File: src/rtl/tdm_fir_pkg.sv
package tdm_fir_pkg;

  // strobes from the control path into the datapath, one per pipeline stage
  typedef struct packed {
    logic shiftEn;  // accept a sample, shift the selected history
    logic prodEn;   // load the pre-add products
    logic sumEn;    // load the summed result
  } fir_strobe_t;

  // host access kinds for the coefficient window
  localparam int ACC_CONST = 0;
  localparam int ACC_RO    = 1;
  localparam int ACC_WO    = 2;
  localparam int ACC_RW    = 3;

endpackage

File: src/rtl/tdm_fir_ctrl.sv
module tdm_fir_ctrl
  import tdm_fir_pkg::*;
#(
  parameter int NCH    = 4,
  parameter int NMODES = 2,
  parameter int CH_W   = 2,
  parameter int MODE_W = 1,
  parameter int BANK_W = 1,
  parameter logic [NMODES*NCH*CH_W-1:0] CHAN_MAP = '0
) (
  input  logic              clk,
  input  logic              rst,
  input  logic              inValid,
  input  logic [CH_W-1:0]   inSlot,
  input  logic [MODE_W-1:0] mode,
  input  logic [BANK_W-1:0] bankSel,
  output fir_strobe_t       strobe,
  output logic [CH_W-1:0]   histChan,
  output logic [BANK_W-1:0] prodBank,
  output logic              outValid,
  output logic [CH_W-1:0]   outChan
);

  int mapRow;
  logic validS1, validS2;
  logic [CH_W-1:0] chanS1, chanS2;
  logic [1:0] sinceRst;

  // slot tag -> logical channel through the selected table row
  always_comb begin
    mapRow   = (int'(mode) < NMODES) ? int'(mode) : 0;
    histChan = CHAN_MAP[(mapRow*NCH + int'(inSlot))*CH_W +: CH_W];
  end

  always_comb begin
    strobe.shiftEn = inValid;
    strobe.prodEn  = validS1;
    strobe.sumEn   = validS2;
  end

  always_ff @(posedge clk) begin
    if (rst) begin
      validS1  <= 1'b0;
      validS2  <= 1'b0;
      outValid <= 1'b0;
      sinceRst <= '0;
    end else begin
      validS1  <= inValid;
      validS2  <= validS1;
      outValid <= validS2;
      if (sinceRst != 2'd3) sinceRst <= sinceRst + 2'd1;
    end
  end

  always_ff @(posedge clk) begin
    chanS1   <= histChan;
    chanS2   <= chanS1;
    outChan  <= chanS2;
    prodBank <= bankSel;
  end


  reset_flush_chk: assert property (@(posedge clk) rst |=> !outValid);


  valid_latency_chk: assert property (@(posedge clk) disable iff (rst)
    (sinceRst == 2'd3) |-> (outValid == $past(inValid, 3)));


  chan_tag_chk: assert property (@(posedge clk) disable iff (rst)
    (sinceRst == 2'd3 && outValid) |-> (outChan == $past(histChan, 3)));

endmodule

File: src/rtl/tdm_fir_coef.sv
module tdm_fir_coef
  import tdm_fir_pkg::*;
#(
  parameter int COEF_W = 8,
  parameter int NCOEF  = 4,
  parameter int ADDR_W = 8,
  parameter int BASE   = 16,
  parameter int ACCESS = ACC_RW,
  parameter logic [NCOEF*COEF_W-1:0] COEF_INIT = '0
) (
  input  logic                    clk,
  input  logic                    rst,
  input  logic [ADDR_W-1:0]       hostAddr,
  input  logic                    hostWrEn,
  input  logic [COEF_W-1:0]       hostWrData,
  input  logic                    hostRdEn,
  output logic [COEF_W-1:0]       hostRdData,
  output logic [NCOEF*COEF_W-1:0] coefFlat
);

  localparam logic [ADDR_W-1:0] BASE_A = ADDR_W'(BASE);
  localparam logic [ADDR_W-1:0] SPAN_A = ADDR_W'(NCOEF);
  localparam int  IDX_W    = (NCOEF > 1) ? $clog2(NCOEF) : 1;
  localparam bit  WRITABLE = (ACCESS == ACC_RW) || (ACCESS == ACC_WO);
  localparam bit  READABLE = (ACCESS == ACC_RW) || (ACCESS == ACC_RO);

  logic [ADDR_W-1:0] offset;
  logic              inRange;
  logic [IDX_W-1:0]  idx;

  always_comb begin
    offset  = hostAddr - BASE_A;
    inRange = (hostAddr >= BASE_A) && (offset < SPAN_A);
    idx     = offset[IDX_W-1:0];
  end

  generate
    if (WRITABLE) begin : g_regs
      logic [COEF_W-1:0] coefReg [NCOEF];
      // no reset: coefficients survive a filter reset
      always_ff @(posedge clk) begin
        if (hostWrEn && inRange) coefReg[idx] <= hostWrData;
      end
      for (genvar i = 0; i < NCOEF; i++) begin : g_flat
        assign coefFlat[i*COEF_W +: COEF_W] = coefReg[i];
      end
    end else begin : g_const
      assign coefFlat = COEF_INIT;
    end
  endgenerate

  always_ff @(posedge clk) begin
    if (rst) hostRdData <= '0;
    else if (hostRdEn)
      hostRdData <= (READABLE && inRange) ? coefFlat[int'(idx)*COEF_W +: COEF_W] : '0;
  end


  oor_read_zero_chk: assert property (@(posedge clk) disable iff (rst)
    (hostRdEn && !inRange) |=> (hostRdData == '0));


  coef_hold_chk: assert property (@(posedge clk) disable iff (rst)
    !hostWrEn |=> $stable(coefFlat));

endmodule

File: src/rtl/tdm_fir_dp.sv
module tdm_fir_dp
  import tdm_fir_pkg::*;
#(
  parameter int DATA_W   = 8,
  parameter int COEF_W   = 8,
  parameter int TAPS     = 4,
  parameter int NCH      = 4,
  parameter int BANKS    = 2,
  parameter int CH_W     = 2,
  parameter int BANK_W   = 1,
  parameter int ANTI_SYM = 0,
  parameter int OUT_W    = 18
) (
  input  logic                             clk,
  input  logic                             rst,
  input  fir_strobe_t                      strobe,
  input  logic signed [DATA_W-1:0]         inData,
  input  logic [CH_W-1:0]                  histChan,
  input  logic [BANK_W-1:0]                prodBank,
  input  logic [BANKS*(TAPS/2)*COEF_W-1:0] coefFlat,
  output logic signed [OUT_W-1:0]          outData
);

  localparam int UNIQ   = TAPS / 2;
  localparam int PRE_W  = DATA_W + 1;
  localparam int PROD_W = PRE_W + COEF_W;

  logic signed [DATA_W-1:0] hist   [NCH][TAPS-1];
  logic signed [DATA_W-1:0] win    [TAPS];
  logic signed [DATA_W-1:0] winReg [TAPS];
  logic signed [PROD_W-1:0] prod   [UNIQ];
  logic signed [OUT_W-1:0]  acc;
  int bankIdx;

  always_comb begin
    win[0] = inData;
    for (int k = 1; k < TAPS; k++) win[k] = hist[histChan][k-1];
    bankIdx = (int'(prodBank) < BANKS) ? int'(prodBank) : 0;
  end

  // stage 1: per-channel history shift and window capture
  always_ff @(posedge clk) begin
    if (rst) begin
      for (int c = 0; c < NCH; c++)
        for (int k = 0; k < TAPS-1; k++) hist[c][k] <= '0;
    end else if (strobe.shiftEn) begin
      hist[histChan][0] <= inData;
      for (int k = 1; k < TAPS-1; k++) hist[histChan][k] <= hist[histChan][k-1];
    end
  end

  always_ff @(posedge clk) begin
    if (strobe.shiftEn)
      for (int k = 0; k < TAPS; k++) winReg[k] <= win[k];
  end

  // stage 2: mirrored pre-add (or pre-subtract) and multiply
  generate
    for (genvar k = 0; k < UNIQ; k++) begin : g_tap
      logic signed [PRE_W-1:0]  pre;
      logic signed [COEF_W-1:0] cf;
      if (ANTI_SYM != 0) begin : g_anti
        assign pre = PRE_W'(winReg[k]) - PRE_W'(winReg[TAPS-1-k]);
      end else begin : g_sym
        assign pre = PRE_W'(winReg[k]) + PRE_W'(winReg[TAPS-1-k]);
      end
      assign cf = coefFlat[(bankIdx*UNIQ + k)*COEF_W +: COEF_W];
      always_ff @(posedge clk) begin
        if (strobe.prodEn) prod[k] <= PROD_W'(pre) * PROD_W'(cf);
      end
    end
  endgenerate

  // stage 3: full-precision sum
  always_comb begin
    acc = '0;
    for (int k = 0; k < UNIQ; k++) acc = acc + OUT_W'(prod[k]);
  end

  always_ff @(posedge clk) begin
    if (strobe.sumEn) outData <= acc;
  end


  window_hold_chk: assert property (@(posedge clk) disable iff (rst)
    !strobe.shiftEn |=> $stable(winReg[0]));

endmodule

File: src/rtl/tdm_fir.sv
module tdm_fir
  import tdm_fir_pkg::*;
#(
  parameter int DATA_W   = 8,
  parameter int COEF_W   = 8,
  parameter int TAPS     = 4,
  parameter int NCH      = 4,
  parameter int NMODES   = 2,
  parameter int BANKS    = 2,
  parameter int ANTI_SYM = 0,
  parameter int ACCESS   = ACC_RW,
  parameter int ADDR_W   = 8,
  parameter int BASE     = 16,
  parameter logic [NMODES*NCH*((NCH > 1) ? $clog2(NCH) : 1)-1:0] CHAN_MAP = 16'h35E4,
  parameter logic [BANKS*(TAPS/2)*COEF_W-1:0] COEF_INIT = 32'h0705FE03,
  localparam int CH_W   = (NCH > 1) ? $clog2(NCH) : 1,
  localparam int MODE_W = (NMODES > 1) ? $clog2(NMODES) : 1,
  localparam int BANK_W = (BANKS > 1) ? $clog2(BANKS) : 1,
  localparam int OUT_W  = DATA_W + COEF_W + $clog2(TAPS)
) (
  input  logic                     clk,
  input  logic                     rst,
  input  logic                     inValid,
  input  logic [DATA_W-1:0]        inData,
  input  logic [CH_W-1:0]          inSlot,
  input  logic [MODE_W-1:0]        mode,
  input  logic [BANK_W-1:0]        bankSel,
  input  logic [ADDR_W-1:0]        hostAddr,
  input  logic                     hostWrEn,
  input  logic [COEF_W-1:0]        hostWrData,
  input  logic                     hostRdEn,
  output logic [COEF_W-1:0]        hostRdData,
  output logic                     outValid,
  output logic [CH_W-1:0]          outChan,
  output logic [OUT_W-1:0]         outData
);

  localparam int NCOEF = BANKS * (TAPS / 2);

  fir_strobe_t              strobe;
  logic [CH_W-1:0]          histChan;
  logic [BANK_W-1:0]        prodBank;
  logic [NCOEF*COEF_W-1:0]  coefFlat;
  logic signed [OUT_W-1:0]  dpOut;

  tdm_fir_ctrl #(
    .NCH(NCH), .NMODES(NMODES), .CH_W(CH_W), .MODE_W(MODE_W),
    .BANK_W(BANK_W), .CHAN_MAP(CHAN_MAP)
  ) i_ctrl (
    .clk(clk), .rst(rst), .inValid(inValid), .inSlot(inSlot), .mode(mode),
    .bankSel(bankSel), .strobe(strobe), .histChan(histChan),
    .prodBank(prodBank), .outValid(outValid), .outChan(outChan)
  );

  tdm_fir_coef #(
    .COEF_W(COEF_W), .NCOEF(NCOEF), .ADDR_W(ADDR_W), .BASE(BASE),
    .ACCESS(ACCESS), .COEF_INIT(COEF_INIT)
  ) i_coef (
    .clk(clk), .rst(rst), .hostAddr(hostAddr), .hostWrEn(hostWrEn),
    .hostWrData(hostWrData), .hostRdEn(hostRdEn), .hostRdData(hostRdData),
    .coefFlat(coefFlat)
  );

  tdm_fir_dp #(
    .DATA_W(DATA_W), .COEF_W(COEF_W), .TAPS(TAPS), .NCH(NCH), .BANKS(BANKS),
    .CH_W(CH_W), .BANK_W(BANK_W), .ANTI_SYM(ANTI_SYM), .OUT_W(OUT_W)
  ) i_dp (
    .clk(clk), .rst(rst), .strobe(strobe), .inData(inData),
    .histChan(histChan), .prodBank(prodBank), .coefFlat(coefFlat),
    .outData(dpOut)
  );

  assign outData = dpOut;

endmodule

File: config.mk
export PLATFORM = sky130hd
export DESIGN_NAME = tdm_fir
export DESIGN_NICKNAME = d
export VERILOG_FILES = /design/src/rtl/tdm_fir_pkg.sv /design/src/rtl/tdm_fir_ctrl.sv /design/src/rtl/tdm_fir_coef.sv /design/src/rtl/tdm_fir_dp.sv /design/src/rtl/tdm_fir.sv
export SDC_FILE = /design/constraint.sdc
export NUM_CORES = 1
export LEC_CHECK = 0
export BUFFER_PORTS_ARGS = -buffer_cell sky130_fd_sc_hd__buf_4
export CAP_MARGIN = 20
export CORE_UTILIZATION = 68
export DETAILED_ROUTE_END_ITERATION = 10
export PLACE_DENSITY = 0.87
export SLEW_MARGIN = 15
export SYNTH_ARGS = -nofsm -noshare
export SYNTH_HDL_FRONTEND = slang
export SYNTH_HIERARCHICAL = 1
export SYNTH_SLANG_ARGS = --single-unit
File: constraint.sdc
create_clock -name clk -period 12.8 [get_ports clk]
set_clock_uncertainty 0.05 [all_clocks]
set_input_delay 2.56 -clock clk [delete_from_list [all_inputs] [get_ports clk]]
set_output_delay 2.56 -clock clk [all_outputs]
set_load 0.005 [all_outputs]
# Word level (Yosys, flattened, before mapping)

Memory sizes are Yosys's and may differ from the RTL's.
Index checks and enable logic that the tools add are counted.
W data, S select, Z words.

Bits in registers: 36
Memories kept: 4
Bits of input ports: 33
Bits in writable memories: 194

Memories:

| name                  | words | bits a word | rd ports | clocked after Yosys merged registers in | wr ports | line               | source |
|---|---|---|---|---|---|---|---|
| i_dp.hist             | 4     | 24          | 1        | 0                                       | 4        | tdm_fir_dp.sv:28   | `logic signed [DATA_W-1:0] hist [NCH][TAPS-1];` |
| i_dp.prod             | 2     | 17          | 2        | 0                                       | 2        | tdm_fir_dp.sv:31   | `logic signed [PROD_W-1:0] prod [UNIQ];` |
| i_coef.g_regs.coefReg | 4     | 8           | 4        | 0                                       | 1        | tdm_fir_coef.sv:39 | `logic [COEF_W-1:0] coefReg [NCOEF];` |
| i_dp.winReg           | 4     | 8           | 4        | 0                                       | 4        | tdm_fir_dp.sv:30   | `logic signed [DATA_W-1:0] winReg [TAPS];` |

Reductions and logical operators: 3
Multipliers: 2
Mux-type cells: 14
Shifts and indexed selects: 4
$add $sub $neg: 6
Order comparisons: 2

Operators with widths:

| cell                       | number |
|---|---|
| $shiftx A32 B6 Y8          | 2 |
| $mul A9 B8 Y17             | 2 |
| $shiftx A16 B32 Y2 const A | 1 |
| $shiftx A32 B7 Y8          | 1 |
| $mux W24                   | 1 |
| $reduce_or A24 Y1          | 1 |
| $add A17 B17 Y18           | 1 |
| $add A8 B8 Y9              | 2 |
| $mux W1                    | 11 |
| $ge A8 B5 Y1 const B       | 1 |
| $lt A8 B3 Y1 const B       | 1 |
| $mux W8                    | 1 |
| $sub A8 B5 Y8 const B      | 1 |
| $add A3 B2 Y4              | 1 |
| $add A2 B1 Y3 const B      | 1 |
| $logic_and A1 B1 Y1        | 2 |
| $mux W2                    | 1 |

# Logic depth before layout (Yosys ltp)

Depth in word-level cells: 6
Depth in mapped cells: 24
Gate-level depth less buffers: 24

# Hierarchy

Netlist, hierarchy kept.

By module, submodules not included:

| module       | area each (µm²) | cells each | instances |
|---|---|---|---|
| tdm_fir_dp   | 13,818.3        | 1,170      | 1 |
| tdm_fir_coef | 1,525.2         | 76         | 1 |
| tdm_fir_ctrl | 261.5           | 19         | 1 |

# Worst setup path before layout

Ideal clock, no wire load.

Path kind: register to register
Start point: memory i_dp.winReg[3][1]
End point: memory i_dp/prod[0][16] (netlist bit), data pin
Data arrival time: 5,439 ps
Path buffers: 0
Path slack: 7,046 ps
Cell stages (with the launch flop): 20
Clock period less this slack: 5,754 ps
Path through: edfxtp_1 ha_1 a21o_1 a21oi_1 o21bai_1 a2111oi_0 nor3_1 nand2b_1 fa_1 inv_1 fa_1 fa_1 inv_1 fa_1 inv_1 ha_1 or4_1 o21a_1 a221oi_1 xnor2_1

RTL lines:

| item               | line |
|---|---|
| start: declaration | tdm_fir_dp.sv:30 |
| end: declaration   | tdm_fir_dp.sv:31 |

==> impl_metrics.env <==
export IMPL_run_status="completed"
export IMPL_finalNonFillerCells=1637
export IMPL_grt_pass1_vias=10100
export IMPL_worstPathMaxFanout=7
export IMPL_timing_setup_critical_path_class="flop to flop"
export IMPL_cp_data_arrival_time_ns=6.62
export IMPL_yosys_register_bits=230
export IMPL_regArea_mm2=0.00673
export IMPL_grt_setup_unrepaired="no"
export IMPL_worst_path_most_repeated_cell="fa_1"
export IMPL_gr_util_met1_pct=33.2
export IMPL_final_nets=1587
export IMPL_synth_area_mm2=0.0156
export IMPL_setup_viol=0
export IMPL_number_of_nets_in_the_synthesized_netlist=1518
export IMPL_ctsResizeCount=0
export IMPL_postRouteWirelength_um=32000
export IMPL_first_pass_grt_wire_length_um=51000
export IMPL_detailedPlacementHpwl_um=23800
export IMPL_yosysWarnings=6
export IMPL_fillers=1392
export IMPL_ys_flop_type="edfxtp_1"
export IMPL_grt_most_used_layer="met2"
export IMPL_gpl_final_weighted_congestion=0.949
export IMPL_globalRoute_totalOverflow=0
export IMPL_critical_path_cell_chain="ha_1 -> a21o_1 -> a21oi_1 -> o21bai_1 -> a2111oi_0 -> nor3_1 -> nand2b_1 -> fa_1 -> inv_1 -> fa_1 -> fa_1 -> inv_1 -> fa_1 -> inv_1 -> ha_1 -> or4_1 -> o21a_1 -> a2111oi_0 -> nand3b_1"
export IMPL_floorplan_io_pins=62
export IMPL_ys_types=67
export IMPL_cts_hold_repair_buffers=0
export IMPL_class_of_the_worst_hold_path="flop to flop"
export IMPL_portBuffers=61
export IMPL_worst_path_max_delay_cell="a2111oi_0"
export IMPL_cts_max_path_buffers=3
export IMPL_antenna_cells_inserted=0
export IMPL_rows=55
export IMPL_grt_antenna_before_repair=2
export IMPL_sink_count_of_the_clock_tree=230
export IMPL_placedCellCount=1593
export IMPL_timing_final_hold_violations=0
export IMPL_max_stage_delay_ns=0.64
export IMPL_floorplan_initialDensity_pct=69.1
export IMPL_critPathRequiredTime_ns=13.13
export IMPL_sequential_area_share_after_synthesis_pct=43.1
export IMPL_global_routing_usage_summed_across_all_routing_layers_pct=28.1
export IMPL_tightestPinTransition_ns=1.07
export IMPL_holdCritStartpoint="i_ctrl/chanS1[0]$_DFF_P_"
export IMPL_layout_drive_gt1_share_pct=12.9
export IMPL_type_of_element_launching_the_critical_path="flop"
export IMPL_path_clk_slew_ns=0.07
export IMPL_synth_edf_count=212
export IMPL_maxSlewViolCount=0
export IMPL_multiInputGateArea_mm2=0.00808
export IMPL_startpoint="i_dp/winReg[3][1]$_DFFE_PP_"
export IMPL_finalCriticalPeriod_ns=6.29
export IMPL_tritoncts="done"
export IMPL_totalNegativeSetupSlack_ns=0
export IMPL_grt_start_max_net_pins=36
export IMPL_fp_dieArea_mm2=0.0236
export IMPL_layout_area_overhead_vs_synth_pct=10.3
export IMPL_number_of_buffers_inserted_to_repair_setup_after_cts=0
export IMPL_fin_util_pct=76.3
export IMPL_period_share_pct=49.1
export IMPL_grt_use_met2_pct=51.5
export IMPL_clock_root_buffer="clkbuf_16"
export IMPL_cts_inserted_buffers=24
export IMPL_setup_worst_path_end_class="flop"
export IMPL_synth_cells=1265
export IMPL_max_slew_margin_pct=28.8
export IMPL_timing_rr_start="i_dp/winReg[3][1]$_DFFE_PP_"
export IMPL_clock_tree_htree_level_count=1
export IMPL_fmax_ghz=0.159
export IMPL_drtAntennaViolNets=0
export IMPL_drt_iter0_markers=500
export IMPL_fraction_of_registers_with_async_set_or_reset_after_synthesis_pct=0
export IMPL_grt_met3_usage_pct=4.54
export IMPL_maxCapViolCount=0
export IMPL_vias=9671
export IMPL_route_detailed_drc=0
export IMPL_route_detailed_vias_per_inst=5.91
export IMPL_dieHeight_um=153
export IMPL_detail_route_wl_per_cell_um=19.5
export IMPL_synth_area_per_cell_um2=12.3
export IMPL_holdWs_ns=0.276
export IMPL_timing_critical_path_buf_inv=3
export IMPL_detail_route_first_pass_iterations=8
export IMPL_core_area_mm2=0.0226
export IMPL_die_span_in_x_um=153
export IMPL_worst_path_dominant_cell_family="adder cells"
export IMPL_clkLatencyLatePin_ns=0.54
==> cell type report <==
class	count	share of cell area, %
clock buffer	30	3.99
clock inverter	14	0.908
inverter	184	4.01
multi-input combinational	824	46.9
sequential	230	39.1
tap	285	2.07
timing repair buffer	70	3.05
==> cells in the final DEF, fill, tap and decap left out, types with 3 or more instances in the layout <==
cell type	instances
mux2i_1	20
dfxtp_1	18
mux4_2	32
edfxtp_1	212
o21a_1	11
clkbuf_16	27
nor3_1	10
clkinv_2	4
nor2b_1	27
clkbuf_1	3
buf_4	70
o21ai_0	10
nand2_1	29
or2_2	12
and3_1	7
mux2_2	7
and2_1	107
or4_1	4
nor4_1	5
a221oi_1	3
o211ai_1	5
nand3_1	7
a21oi_1	26
o21bai_1	5
nor2_1	99
a31oi_1	3
o21ai_1	9
a211oi_1	6
nand2b_1	19
or3_1	8
a2111oi_0	3
ha_1	98
fa_1	122
nor3b_1	10
inv_1	183
a21o_1	25
xnor2_1	44
xor2_1	15
==> routing by layer <==
metal  wire, um  part of all wire, %  vias to the layer above
met3       1890                  5.9                       64
met5         11                0.034                        -
met4       1170                  3.6                        2
li1           -                    -                     4464
met2      16700                   52                      320
met1      12200                   38                     4821
==> worst paths after layout <==
check / end / slack, ns / depth (start not counted)
hold / removal: i_ctrl/chanS2[0]$_DFF_P_ / 0.28 / 0
hold reg to reg: i_ctrl/chanS2[0]$_DFF_P_ / 0.28 / 0
setup / recovery: i_dp/prod[0][14]$_DFFE_PP_ / 6.51 / 19
setup reg to reg: i_dp/prod[0][14]$_DFFE_PP_ / 6.51 / 19
==> sequential cells by signal (all words and copies together) (netlist names) <==
register and flops:
i_coef/g_regs.coefReg 32, i_coef/hostRdData 8, i_ctrl/chanS1 2, i_ctrl/chanS2 2, i_ctrl/outChan 2, i_ctrl/outValid 1
i_ctrl/prodBank 1, i_ctrl/validS1 1, i_ctrl/validS2 1, i_dp/hist 96, i_dp/outData 18, i_dp/prod 34
i_dp/winReg 32
==> synth_stat cells (all sizes together) (8+ instances only) <==
master	number	area (um2)
edfxtp	212	6370
inv	184	691
fa	122	2440
and2	107	669
nor2	101	395
ha	98	1230
xnor2	44	385
mux4	32	721
nand2	29	109
a21oi	27	139
nor2b	27	169
a21o	25	188
mux2i	20	200
nand2b	19	119
o21ai	19	95.1
dfxtp	18	360
xor2	15	131
clkbuf	14	52.6
buf	13	71.3
or2	13	81.3
o21a	12	90.1
nor3b	11	82.6
nor3	10	50.1
or3	8	50.1
==> cells by family (layout without fill, tap and decap cells) <==
family / count (synthesis) / count (layout) / synth area share (%)
AOI/OAI and AO/OA: 127 / 127 / 5.66
xor gates and xnor gates: 60 / 60 / 3.46
adders and majority gates: 220 / 220 / 23.5
buffers and inverters: 211 / 298 / 5.22
DFF: 230 / 230 / 43.1
muxes: 59 / 59 / 6.41
and+or+nand+nor: 358 / 358 / 12.6
==> per-stage QoR <==
stage	instance area [um2]	setup slack [ns]
after global routing	17200	6.06
after CTS	17200	6.51
after global placement	16400	6.80
final	17200	6.51
after floorplan	15600	7.05
after detailed placement	16400	6.57
Power is not shown: default switching activity piles up to over one toggle a cycle in this logic, so the estimate is an artifact.
